--- src/rtl/insn_dec16_pkg.sv ---
package insn_dec16_pkg;
  localparam int unsigned BYTE_W = 8;
  localparam int unsigned WORD_W = 16;

  typedef enum logic [2:0] {
    CLS_MOV_RI  = 3'd0,
    CLS_MOV_MI  = 3'd1,
    CLS_MOV_ACC = 3'd2,
    CLS_MOV_LD  = 3'd3,
    CLS_MOV_ST  = 3'd4,
    CLS_MOV_SEG = 3'd5,
    CLS_ALU_I8  = 3'd6,
    CLS_ADD_ST  = 3'd7
  } insn_cls_e;

  typedef enum logic [2:0] {
    OPK_NONE = 3'd0,
    OPK_REG  = 3'd1,
    OPK_MEM  = 3'd2,
    OPK_IMM  = 3'd3,
    OPK_SEG  = 3'd4
  } opnd_kind_e;

  typedef struct packed {
    insn_cls_e  cls;
    logic       has_modrm;
    logic [1:0] disp_n;
    logic [1:0] imm_n;
    logic       illegal;
  } opc_info_t;
endpackage

--- src/rtl/insn_opc_decode.sv ---
module insn_opc_decode
  import insn_dec16_pkg::*;
(
  input  logic [BYTE_W-1:0] opc_i,
  output opc_info_t         info_o
);
  always_comb begin
    info_o = '{cls: CLS_MOV_RI, has_modrm: 1'b0, disp_n: 2'd0, imm_n: 2'd0, illegal: 1'b1};
    if (opc_i[7:3] == 5'b10111) begin
      info_o.cls = CLS_MOV_RI; info_o.imm_n = 2'd2; info_o.illegal = 1'b0;
    end else begin
      unique case (opc_i)
        8'hC7: begin info_o.cls = CLS_MOV_MI;  info_o.has_modrm = 1'b1; info_o.imm_n = 2'd2; info_o.illegal = 1'b0; end
        8'hA1: begin info_o.cls = CLS_MOV_ACC; info_o.disp_n = 2'd2; info_o.illegal = 1'b0; end
        8'h8B: begin info_o.cls = CLS_MOV_LD;  info_o.has_modrm = 1'b1; info_o.illegal = 1'b0; end
        8'h89: begin info_o.cls = CLS_MOV_ST;  info_o.has_modrm = 1'b1; info_o.illegal = 1'b0; end
        8'h8C: begin info_o.cls = CLS_MOV_SEG; info_o.has_modrm = 1'b1; info_o.illegal = 1'b0; end
        8'h83: begin info_o.cls = CLS_ALU_I8;  info_o.has_modrm = 1'b1; info_o.imm_n = 2'd1; info_o.illegal = 1'b0; end
        8'h01: begin info_o.cls = CLS_ADD_ST;  info_o.has_modrm = 1'b1; info_o.illegal = 1'b0; end
        default: ;
      endcase
    end
  end
endmodule

--- src/rtl/insn_modrm_decode.sv ---
module insn_modrm_decode
  import insn_dec16_pkg::*;
(
  input  logic [BYTE_W-1:0] modrm_i,
  output logic              is_reg_o,
  output logic              direct_o,
  output logic [1:0]        disp_n_o
);
  logic [1:0] mode;
  logic [2:0] rm;
  assign mode = modrm_i[7:6];
  assign rm   = modrm_i[2:0];

  always_comb begin
    is_reg_o = (mode == 2'd3);
    direct_o = (mode == 2'd0) && (rm == 3'd6);
    unique case (mode)
      2'd0:    disp_n_o = direct_o ? 2'd2 : 2'd0;
      2'd1:    disp_n_o = 2'd1;
      2'd2:    disp_n_o = 2'd2;
      default: disp_n_o = 2'd0;
    endcase
  end
endmodule

--- src/rtl/insn_dec16.sv ---
module insn_dec16
  import insn_dec16_pkg::*;
#(
  parameter int unsigned MAX_LEN = 6,
  localparam int unsigned LEN_W  = $clog2(MAX_LEN + 1)
) (
  input  logic              clk_i,
  input  logic              rst_ni,
  input  logic              in_valid_i,
  input  logic [BYTE_W-1:0] in_byte_i,
  output logic              in_ready_o,
  output logic              rec_valid_o,
  input  logic              rec_ready_i,
  output logic              rec_illegal_o,
  output logic [2:0]        rec_cls_o,
  output logic [2:0]        rec_alu_op_o,
  output logic [2:0]        rec_dst_kind_o,
  output logic [2:0]        rec_dst_num_o,
  output logic [2:0]        rec_src_kind_o,
  output logic [2:0]        rec_src_num_o,
  output logic              rec_direct_o,
  output logic [WORD_W-1:0] rec_disp_o,
  output logic [WORD_W-1:0] rec_imm_o,
  output logic [LEN_W-1:0]  rec_len_o
);
  typedef enum logic [2:0] {S_OPC, S_MODRM, S_DISP, S_IMM, S_EMIT} st_e;

  st_e         st_q;
  insn_cls_e   cls_q;
  logic        hm_q, ill_q, isreg_q, dir_q, idx_q;
  logic [2:0]  opr_q, reg_q, rm_q;
  logic [1:0]  dn_q, in_q;
  logic [WORD_W-1:0] disp_q, imm_q;
  logic [LEN_W-1:0]  len_q;

  opc_info_t   opc_info;
  logic        m_isreg, m_dir;
  logic [1:0]  m_dn;
  logic        fire;
  logic [WORD_W-1:0] sext_byte;

  insn_opc_decode u_opc (.opc_i(in_byte_i), .info_o(opc_info));
  insn_modrm_decode u_modrm (.modrm_i(in_byte_i), .is_reg_o(m_isreg), .direct_o(m_dir), .disp_n_o(m_dn));

  assign in_ready_o = (st_q != S_EMIT);
  assign fire       = in_valid_i && in_ready_o;
  assign sext_byte  = {{(WORD_W-BYTE_W){in_byte_i[7]}}, in_byte_i};

  always_ff @(posedge clk_i or negedge rst_ni) begin
    if (!rst_ni) begin
      st_q <= S_OPC; cls_q <= CLS_MOV_RI; hm_q <= 1'b0; ill_q <= 1'b0;
      isreg_q <= 1'b0; dir_q <= 1'b0; idx_q <= 1'b0;
      opr_q <= '0; reg_q <= '0; rm_q <= '0; dn_q <= '0; in_q <= '0;
      disp_q <= '0; imm_q <= '0; len_q <= '0;
    end else begin
      unique case (st_q)
        S_OPC: if (fire) begin
          opr_q <= in_byte_i[2:0]; cls_q <= opc_info.cls; hm_q <= opc_info.has_modrm;
          ill_q <= opc_info.illegal; dn_q <= opc_info.disp_n; in_q <= opc_info.imm_n;
          len_q <= LEN_W'(1); idx_q <= 1'b0; disp_q <= '0; imm_q <= '0;
          isreg_q <= 1'b0; dir_q <= 1'b0; reg_q <= '0; rm_q <= '0;
          if (opc_info.illegal)          st_q <= S_EMIT;
          else if (opc_info.has_modrm)   st_q <= S_MODRM;
          else if (opc_info.disp_n != 0) st_q <= S_DISP;
          else if (opc_info.imm_n != 0)  st_q <= S_IMM;
          else                           st_q <= S_EMIT;
        end
        S_MODRM: if (fire) begin
          len_q <= len_q + 1'b1;
          reg_q <= in_byte_i[5:3]; rm_q <= in_byte_i[2:0];
          isreg_q <= m_isreg; dir_q <= m_dir;
          // C7 uses reg as an opcode extension: only 0 is defined
          if (cls_q == CLS_MOV_MI && in_byte_i[5:3] != 3'd0) begin
            ill_q <= 1'b1; st_q <= S_EMIT;
          end else begin
            dn_q <= m_dn;
            if (m_dn != 0)      st_q <= S_DISP;
            else if (in_q != 0) st_q <= S_IMM;
            else                st_q <= S_EMIT;
          end
        end
        S_DISP: if (fire) begin
          len_q <= len_q + 1'b1;
          if (!idx_q) disp_q <= sext_byte;
          else        disp_q[WORD_W-1:BYTE_W] <= in_byte_i;
          if ({1'b0, idx_q} + 2'd1 == dn_q) begin
            idx_q <= 1'b0;
            st_q  <= (in_q != 0) ? S_IMM : S_EMIT;
          end else idx_q <= 1'b1;
        end
        S_IMM: if (fire) begin
          len_q <= len_q + 1'b1;
          if (!idx_q) imm_q <= sext_byte;
          else        imm_q[WORD_W-1:BYTE_W] <= in_byte_i;
          if ({1'b0, idx_q} + 2'd1 == in_q) begin
            idx_q <= 1'b0; st_q <= S_EMIT;
          end else idx_q <= 1'b1;
        end
        S_EMIT: if (rec_ready_i) st_q <= S_OPC;
        default: st_q <= S_OPC;
      endcase
    end
  end

  // Operand record
  opnd_kind_e rm_kind, dk, sk;
  logic [2:0] dn, sn, alu;

  always_comb begin
    rm_kind = isreg_q ? OPK_REG : OPK_MEM;
    dk = OPK_NONE; dn = '0; sk = OPK_NONE; sn = '0; alu = '0;
    if (!ill_q) begin
      unique case (cls_q)
        CLS_MOV_RI:  begin dk = OPK_REG; dn = opr_q; sk = OPK_IMM; end
        CLS_MOV_MI:  begin dk = rm_kind; dn = rm_q;  sk = OPK_IMM; end
        CLS_MOV_ACC: begin dk = OPK_REG; dn = 3'd0;  sk = OPK_MEM; sn = 3'd6; end
        CLS_MOV_LD:  begin dk = OPK_REG; dn = reg_q; sk = rm_kind; sn = rm_q; end
        CLS_MOV_ST,
        CLS_ADD_ST:  begin dk = rm_kind; dn = rm_q;  sk = OPK_REG; sn = reg_q; end
        CLS_MOV_SEG: begin dk = rm_kind; dn = rm_q;  sk = OPK_SEG; sn = reg_q; end
        CLS_ALU_I8:  begin dk = rm_kind; dn = rm_q;  sk = OPK_IMM; alu = reg_q; end
        default: ;
      endcase
    end
  end

  assign rec_valid_o    = (st_q == S_EMIT);
  assign rec_illegal_o  = ill_q;
  assign rec_cls_o      = ill_q ? 3'd0 : cls_q;
  assign rec_alu_op_o   = alu;
  assign rec_dst_kind_o = dk;
  assign rec_dst_num_o  = dn;
  assign rec_src_kind_o = sk;
  assign rec_src_num_o  = sn;
  assign rec_direct_o   = !ill_q && ((cls_q == CLS_MOV_ACC) || (hm_q && dir_q));
  assign rec_disp_o     = disp_q;
  assign rec_imm_o      = imm_q;
  assign rec_len_o      = len_q;


  rec_hold_chk: assert property (@(posedge clk_i) disable iff (!rst_ni)
    rec_valid_o && !rec_ready_i |=> rec_valid_o && $stable(rec_len_o) && $stable(rec_imm_o)
      && $stable(rec_disp_o) && $stable(rec_cls_o) && $stable(rec_dst_num_o));

  rec_release_chk: assert property (@(posedge clk_i) disable iff (!rst_ni)
    rec_valid_o && rec_ready_i |=> !rec_valid_o && in_ready_o);

  rec_after_byte_chk: assert property (@(posedge clk_i) disable iff (!rst_ni)
    $rose(rec_valid_o) |-> $past(in_valid_i && in_ready_o));

  len_range_chk: assert property (@(posedge clk_i) disable iff (!rst_ni)
    rec_valid_o |-> (rec_len_o >= LEN_W'(1)) && (32'(rec_len_o) <= MAX_LEN));

  illegal_len_chk: assert property (@(posedge clk_i) disable iff (!rst_ni)
    rec_valid_o && rec_illegal_o |-> rec_len_o <= LEN_W'(2));

  short_form_len_chk: assert property (@(posedge clk_i) disable iff (!rst_ni)
    rec_valid_o && !rec_illegal_o && rec_cls_o == 3'd0 |-> rec_len_o == LEN_W'(3));
endmodule

--- config.mk ---
export PLATFORM = sky130hd
export DESIGN_NAME = insn_dec16
export DESIGN_NICKNAME = d
export VERILOG_FILES = /design/src/rtl/insn_dec16_pkg.sv /design/src/rtl/insn_opc_decode.sv /design/src/rtl/insn_modrm_decode.sv /design/src/rtl/insn_dec16.sv
export SDC_FILE = /design/constraint.sdc
export NUM_CORES = 1
export LEC_CHECK = 0
export ABC_AREA = 1
export BUFFER_PORTS_ARGS = -buffer_cell sky130_fd_sc_hd__buf_2
export CAP_MARGIN = 15
export CORE_UTILIZATION = 35
export CTS_BUF_LIST = sky130_fd_sc_hd__clkbuf_16
export DETAILED_ROUTE_END_ITERATION = 8
export PLACE_DENSITY = 0.67
export SYNTH_ARGS = -nofsm -noshare
export SYNTH_HDL_FRONTEND = slang
export SYNTH_HIERARCHICAL = 1
export SYNTH_SLANG_ARGS = --single-unit
--- constraint.sdc ---
create_clock -name clk_i -period 2.3 [get_ports clk_i]
set_clock_uncertainty 0.1 [all_clocks]
set_input_delay 0 -clock clk_i [delete_from_list [all_inputs] [get_ports clk_i]]
set_output_delay 0 -clock clk_i [all_outputs]
set_load 0.01 [all_outputs]
After elaboration in Yosys (flattened, before gate mapping) --
Cells that the tools add are included.
Word-level totals: flip-flop bits (word level) 59, bits in latches 0, memory bits (writable) 0, ROM bits 0, input port bits 12, logic and storage cells 165, memories 0
Operators by class: add/sub/neg operators 2, $mul 0, divide/modulo/power cells 0, magnitude comparators 0, equal/unequal tests 38, shifts and indexed selects 0, mux-type cells 69, bitwise operators 0, reductions and logical operators 39
Operators by type and width (number):
- $mux 3 | 29
- $pmux 16 s2 | 2
- $eq 8x8->1 const B | 6
- $mux 16 | 2
- $pmux 3 s5 | 2
- $pmux 3 s2 | 4
- $pmux 3 s7 | 1
- $ne 2x2->1 const B | 10
- $reduce_and 4->1 | 5
- $eq 3x3->1 const B | 6
- $reduce_bool 2->1 | 8
- $eq 3x2->1 const B | 4
- $mux 1 | 12
- $mux 2 | 6
- $pmux 3 s4 | 1
- $reduce_and 3->1 | 4
- $reduce_or 3->1 | 4
- $pmux 3 s3 | 1
- $eq 8x1->1 const B | 1
- $mux 8 | 1
- $pmux 2 s2 | 2
- $mux 7 | 1
- $reduce_and 7->1 | 1
- $reduce_or 7->1 | 1
- other kinds (22) | 34

Depth between registers and ports, before layout --
depth in word-level cells 11, gate-level depth with buffers 13, mapped depth without buffers 13

Cells and area by module --
Netlist, hierarchy kept.
Modules (own cells, without submodules):
- insn_dec16 | instances 1, cells an instance 375, area each 2976.6 µm², seq. area each 1476.4 µm²
- insn_opc_decode | instances 1, cells an instance 60, area each 260.2 µm², seq. area each 0.0 µm²
- insn_modrm_decode | instances 1, cells an instance 11, area each 45.0 µm², seq. area each 0.0 µm²

Worst setup path after synthesis --
Ideal clock, no wire load.
kind register to register, start point reg st_q[2], end point reg disp_q[0], in the netlist rec_disp_o[0], library setup time 0.129 ns, data arrival time 1.238 ns, slack 0.833 ns, cell stages (with the launch flop) 6, period minus slack after synthesis 1.467 ns, path through dfrtp_1 inv_2 nand2_1 nor2_2 a21boi_2 o21ai_0
On the way: cells in the longest elaborated chain, start to end 4, elaborated cells on any way between the ends 10, those cells by class 5 x eq/ne; 1 x mux; 4 x reduce/logical
RTL lines:
- start: declaration | line insn_dec16.sv:28 | st_e st_q;
- start signal: assignment | line insn_dec16.sv:88 | st_q <= (in_q != 0) ? S_IMM : S_EMIT;
- $ne 3x3->1 | line insn_dec16.sv:45 | assign in_ready_o = (st_q != S_EMIT);
- $logic_and 1x1->1 | line insn_dec16.sv:46 | assign fire = in_valid_i && in_ready_o;
- $ne 2x2->1 (no source line)
- $reduce_and 4->1 (no source line)
- end signal: assignment | line insn_dec16.sv:84 | if (!idx_q) disp_q <= sext_byte;
- end signal: indexed assignment | line insn_dec16.sv:85 | else disp_q[WORD_W-1:BYTE_W] <= in_byte_i;
- end: declaration | line insn_dec16.sv:33 | logic [WORD_W-1:0] disp_q, imm_q;
Parallel ways exist; a longest one is shown, timed or not. A chain may end at the register's enable or synchronous reset.

Final worst setup path --
start point reg st_q[0], end point reg imm_q[7], in the netlist rec_imm_o[7]
On the way: cells in the longest elaborated chain, start to end 4, elaborated cells on any way between the ends 10, those cells by class 5 x eq/ne; 1 x mux; 4 x reduce/logical
RTL lines:
- $ne 3x3->1 | line insn_dec16.sv:45
- $logic_and 1x1->1 | line insn_dec16.sv:46
- $ne 2x2->1 (no source line)
- $reduce_and 4->1 (no source line)
- end signal: assignment | line insn_dec16.sv:93 | if (!idx_q) imm_q <= sext_byte;
- end signal: indexed assignment | line insn_dec16.sv:94 | else imm_q[WORD_W-1:BYTE_W] <= in_byte_i;
- end: declaration | line insn_dec16.sv:33
Parallel ways exist; a longest one is shown, timed or not.

==> flow_metrics.py <==
metrics = {
    "run": {
        "cap_violations": 0,
    },
    "outcome": {
        "status": "complete, no violations",
    },
    "worst_setup_path": {
        "cpPeakStageDelay_ps": 630,
        "cp_max_fo": 15,
        "slowest_stage": "dfrtp_1",
        "crit_arrival_ps": 2030,
        "startpoint_type": "register",
        "path_cells": "inv_2, nor2_4, nor2_2, nor2_2, nand2_2, nand2_1, o21ai_1",
        "critical_path_class": "register to register",
        "crit_path_frequent_cell": "nor2_2",
        "cpLargestDelayFamily": "simple AND/OR/NAND/NOR gates",
        "crit_buf_inv": 1,
        "worst_ep_required_time_ps": 2410,
        "end_kind": "register",
    },
    "logic_synthesis": {
        "ys.warnings.count": 6,
        "ys_seq_area_share_pct": 45.0,
        "syn_nets": 459,
        "syn_area_per_cell_um2": 7.36,
        "synth_seq_cells": 59,
        "synth.cell_area_um2": 3280,
        "yosysUniqueCellTypes": 28,
        "netlist_instances": 446,
    },
    "clock_network": {
        "post_cts_buffers": 0,
        "cts_sinks": 59,
        "cts_resized": 0,
        "htree_levels": 3,
        "cts_buffers": 9,
        "hold_buffers": 12,
        "cts_root_buf": "clkbuf_16",
        "cts_tree": "done",
        "clock_latency_ps": 330,
        "clk_pin_slew_ps": 50,
        "clock_path_buffers": 2,
    },
    "routing": {
        "drt_iter0_drc": 286,
        "antenna_left": 0,
        "drc": 0,
        "vias": 3213,
        "drt-wirelength-per-cell_um": 14.0,
        "dr.pass1.iters": 6,
        "drt_wl_total_um": 8930,
        "vias_per_cell": 5.02,
    },
    "pwr": {
        "power_density_nw_per_um2": 1060,
        "power.leakage_nw": 2.20,
        "vdd_ir_drop_max_v": 0.000378,
    },
    "timing": {
        "setup_violations": 0,
        "slew_headroom_pct": 62.8,
        "post-route-period-util_pct": 83.5,
        "maxSlewViolCount": 0,
        "setup_tns_ps": 0,
        "fin_ws_ps": 379,
        "fin_crit_ps": 1920,
        "rsz0062_at_grt": "false",
        "hold_viol_final": 0,
        "worst_slew_pin_slew_ps": 556,
        "fmax_mhz": 521,
    },
    "global_route": {
        "antenna_found_initial": 0,
        "grt_pass1_wl_um": 14800,
        "grt_max_degree": 27,
        "busiest_layer": "met2",
        "grt_pass1_vias": 3052,
        "use_met3_pct": 3.62,
        "grt_util_met1_pct": 26.5,
        "grtUsageMet2_pct": 30.4,
        "grt_use_total_pct": 19.6,
        "grt_overflow": 0,
    },
    "final_layout": {
        "nFillCells": 885,
        "drive_gt1_share_pct": 20.9,
        "final_nets": 541,
        "diodes": 0,
        "area_delta_synth_final_pct": 26.7,
    },
    "min_path": {
        "hp-class": "input pin to asynchronous set/reset pin",
    },
    "floorplan": {
        "io_pins": 69,
        "die_y_um": 98.8,
        "core_um2": 8890,
        "die_area_um2": 9770,
        "row_count": 34,
        "start_util_pct": 36.9,
        "die_w_um": 98.8,
    },
    "placed_design": {
        "place.gp.congestion": 0.889,
        "dp_hpwl_um": 6510,
        "port_buffers": 67,
        "post-place-ws_ps": 413,
    },
}
## routing by layer
metal | wire length, um | vias to the layer above
li1 | - | 1617
met1 | 4230 | 1505
met2 | 4160 | 75
met3 | 334 | 16
met4 | 208 | 0
met5 | 0 | -
## cell usage in the layout, fill, tap and decap left out
cell type / instances
nor2_2: 10
clkbuf_16: 9
ha_1: 1
dlygate4sd3_1: 12
o21ai_2: 1
nor2_1: 43
dfrtp_1: 59
o211ai_1: 2
a211oi_1: 1
clkinvlp_4: 1
inv_2: 6
o22ai_1: 6
nand2_2: 3
o21ai_1: 14
a22o_1: 1
mux2i_1: 1
nand2_1: 94
buf_4: 6
nor3_1: 7
bufinv_16: 3
nand4_1: 9
o31ai_1: 7
nor2_4: 3
clkinv_2: 1
conb_1: 2
buf_2: 67
o21ai_0: 60
nand3_1: 26
a21oi_1: 15
inv_1: 61
a21boi_2: 1
## logic make-up after synthesis
family	count (synthesis)	synth area share, %
buf+inv	80	10.3
simple gates	195	25.9
flops	59	45.0
compound gates	108	17.9
fa+ha+maj	1	0.381
mux	1	0.305
other cells	2	0.229
## cells in the mapped netlist, drive strengths merged
cell	instances	area share [%]
o211ai	2	0.46
a211oi	1	0.23
nand4	9	1.7
nand3	26	4.0
a21oi	15	2.3
nor2	56	7.9
o31ai	7	1.6
a22o	1	0.27
nand2	97	11
dfrtp	59	45
clkbuf	3	0.34
buf	11	2.4
conb	2	0.23
a21boi	1	0.34
ha	1	0.38
nor3	7	1.1
o21ai	75	12
mux2i	1	0.31
inv	66	7.5
o22ai	6	1.1
## where the power goes
group / internal, mW / switching [mW]
combinational: 0.484 / 0.991
clock: 1.04 / 0.480
sequential: 1.23 / 0.201
total: 2.76 / 1.67
## metrics by stage
step / std cells / utilization [%] / hold slack (ps) / power (mW) / instance area, um^2
6_report: 640 / 46.8 / 104 / 4.43 / 4160
5_1_grt: 640 / 46.8 / 159 / 4.72 / 4160
4_1_cts: 640 / 46.8 / 110 / 4.44 / 4160
3_5_place_dp: 613 / 41.7 / -188 / 2.89 / 3710
3_3_place_gp: 613 / 41.7 / -201 / 2.87 / 3710
2_1_floorplan: 446 / - / -396 / 2.41 / 3280
## worst reg2reg max path: stages (launching register included)
cell	delay, ps
dfrtp_1	630
inv_2	120
nor2_4	320
nor2_2	150
nor2_2	120
nand2_2	170
nand2_1	120
o21ai_1	70
## state kept, by name, indices dropped and copies added, names as in the netlist
| name | count |
|---|---|
| rm_q | 3 |
| st_q | 3 |
| rec_illegal_o | 1 |
| dir_q | 1 |
| rec_imm_o | 16 |
| rec_len_o | 3 |
| opr_q | 3 |
| dn_q | 2 |
| rec_disp_o | 16 |
| idx_q | 1 |
| in_q | 2 |
| reg_q | 3 |
| cls_q | 3 |
| isreg_q | 1 |
| hm_q | 1 |
## path summary, 6_finish.rpt
| kind | start | end | slack, ps | cells past startpoint |
|---|---|---|---|---|
| max in group asynchronous | rst_ni | rec_disp_o[3]$_DFFE_PN0P_ | 1080 | 3 |
| worst min-delay path | rst_ni | rec_imm_o[9]$_DFFE_PN0P_ | 100 | 3 |
| worst max register to register | st_q[0]$_DFFE_PN0P_ | rec_imm_o[7]$_DFFE_PN0P_ | 380 | 7 |
| min in group clk_i | opr_q[1]$_DFFE_PN0P_ | opr_q[1]$_DFFE_PN0P_ | 390 | 2 |
| worst min register to register | opr_q[1]$_DFFE_PN0P_ | opr_q[1]$_DFFE_PN0P_ | 390 | 2 |
| worst max-delay path | st_q[0]$_DFFE_PN0P_ | rec_imm_o[7]$_DFFE_PN0P_ | 380 | 7 |
## layout make-up
class / instances / area [um^2] / share of cell area, %
clock buffers: 9 / 225 / 5.42
clock inverters: 6 / 106 / 2.56
inverters: 66 / 248 / 5.96
multi-input cells: 307 / 1470 / 35.3
flip-flops and latches: 59 / 1480 / 35.5
well taps: 108 / 135 / 3.25
repair buffers: 85 / 500 / 12.0
No activity file was read; power rests on OpenSTA's default activity.
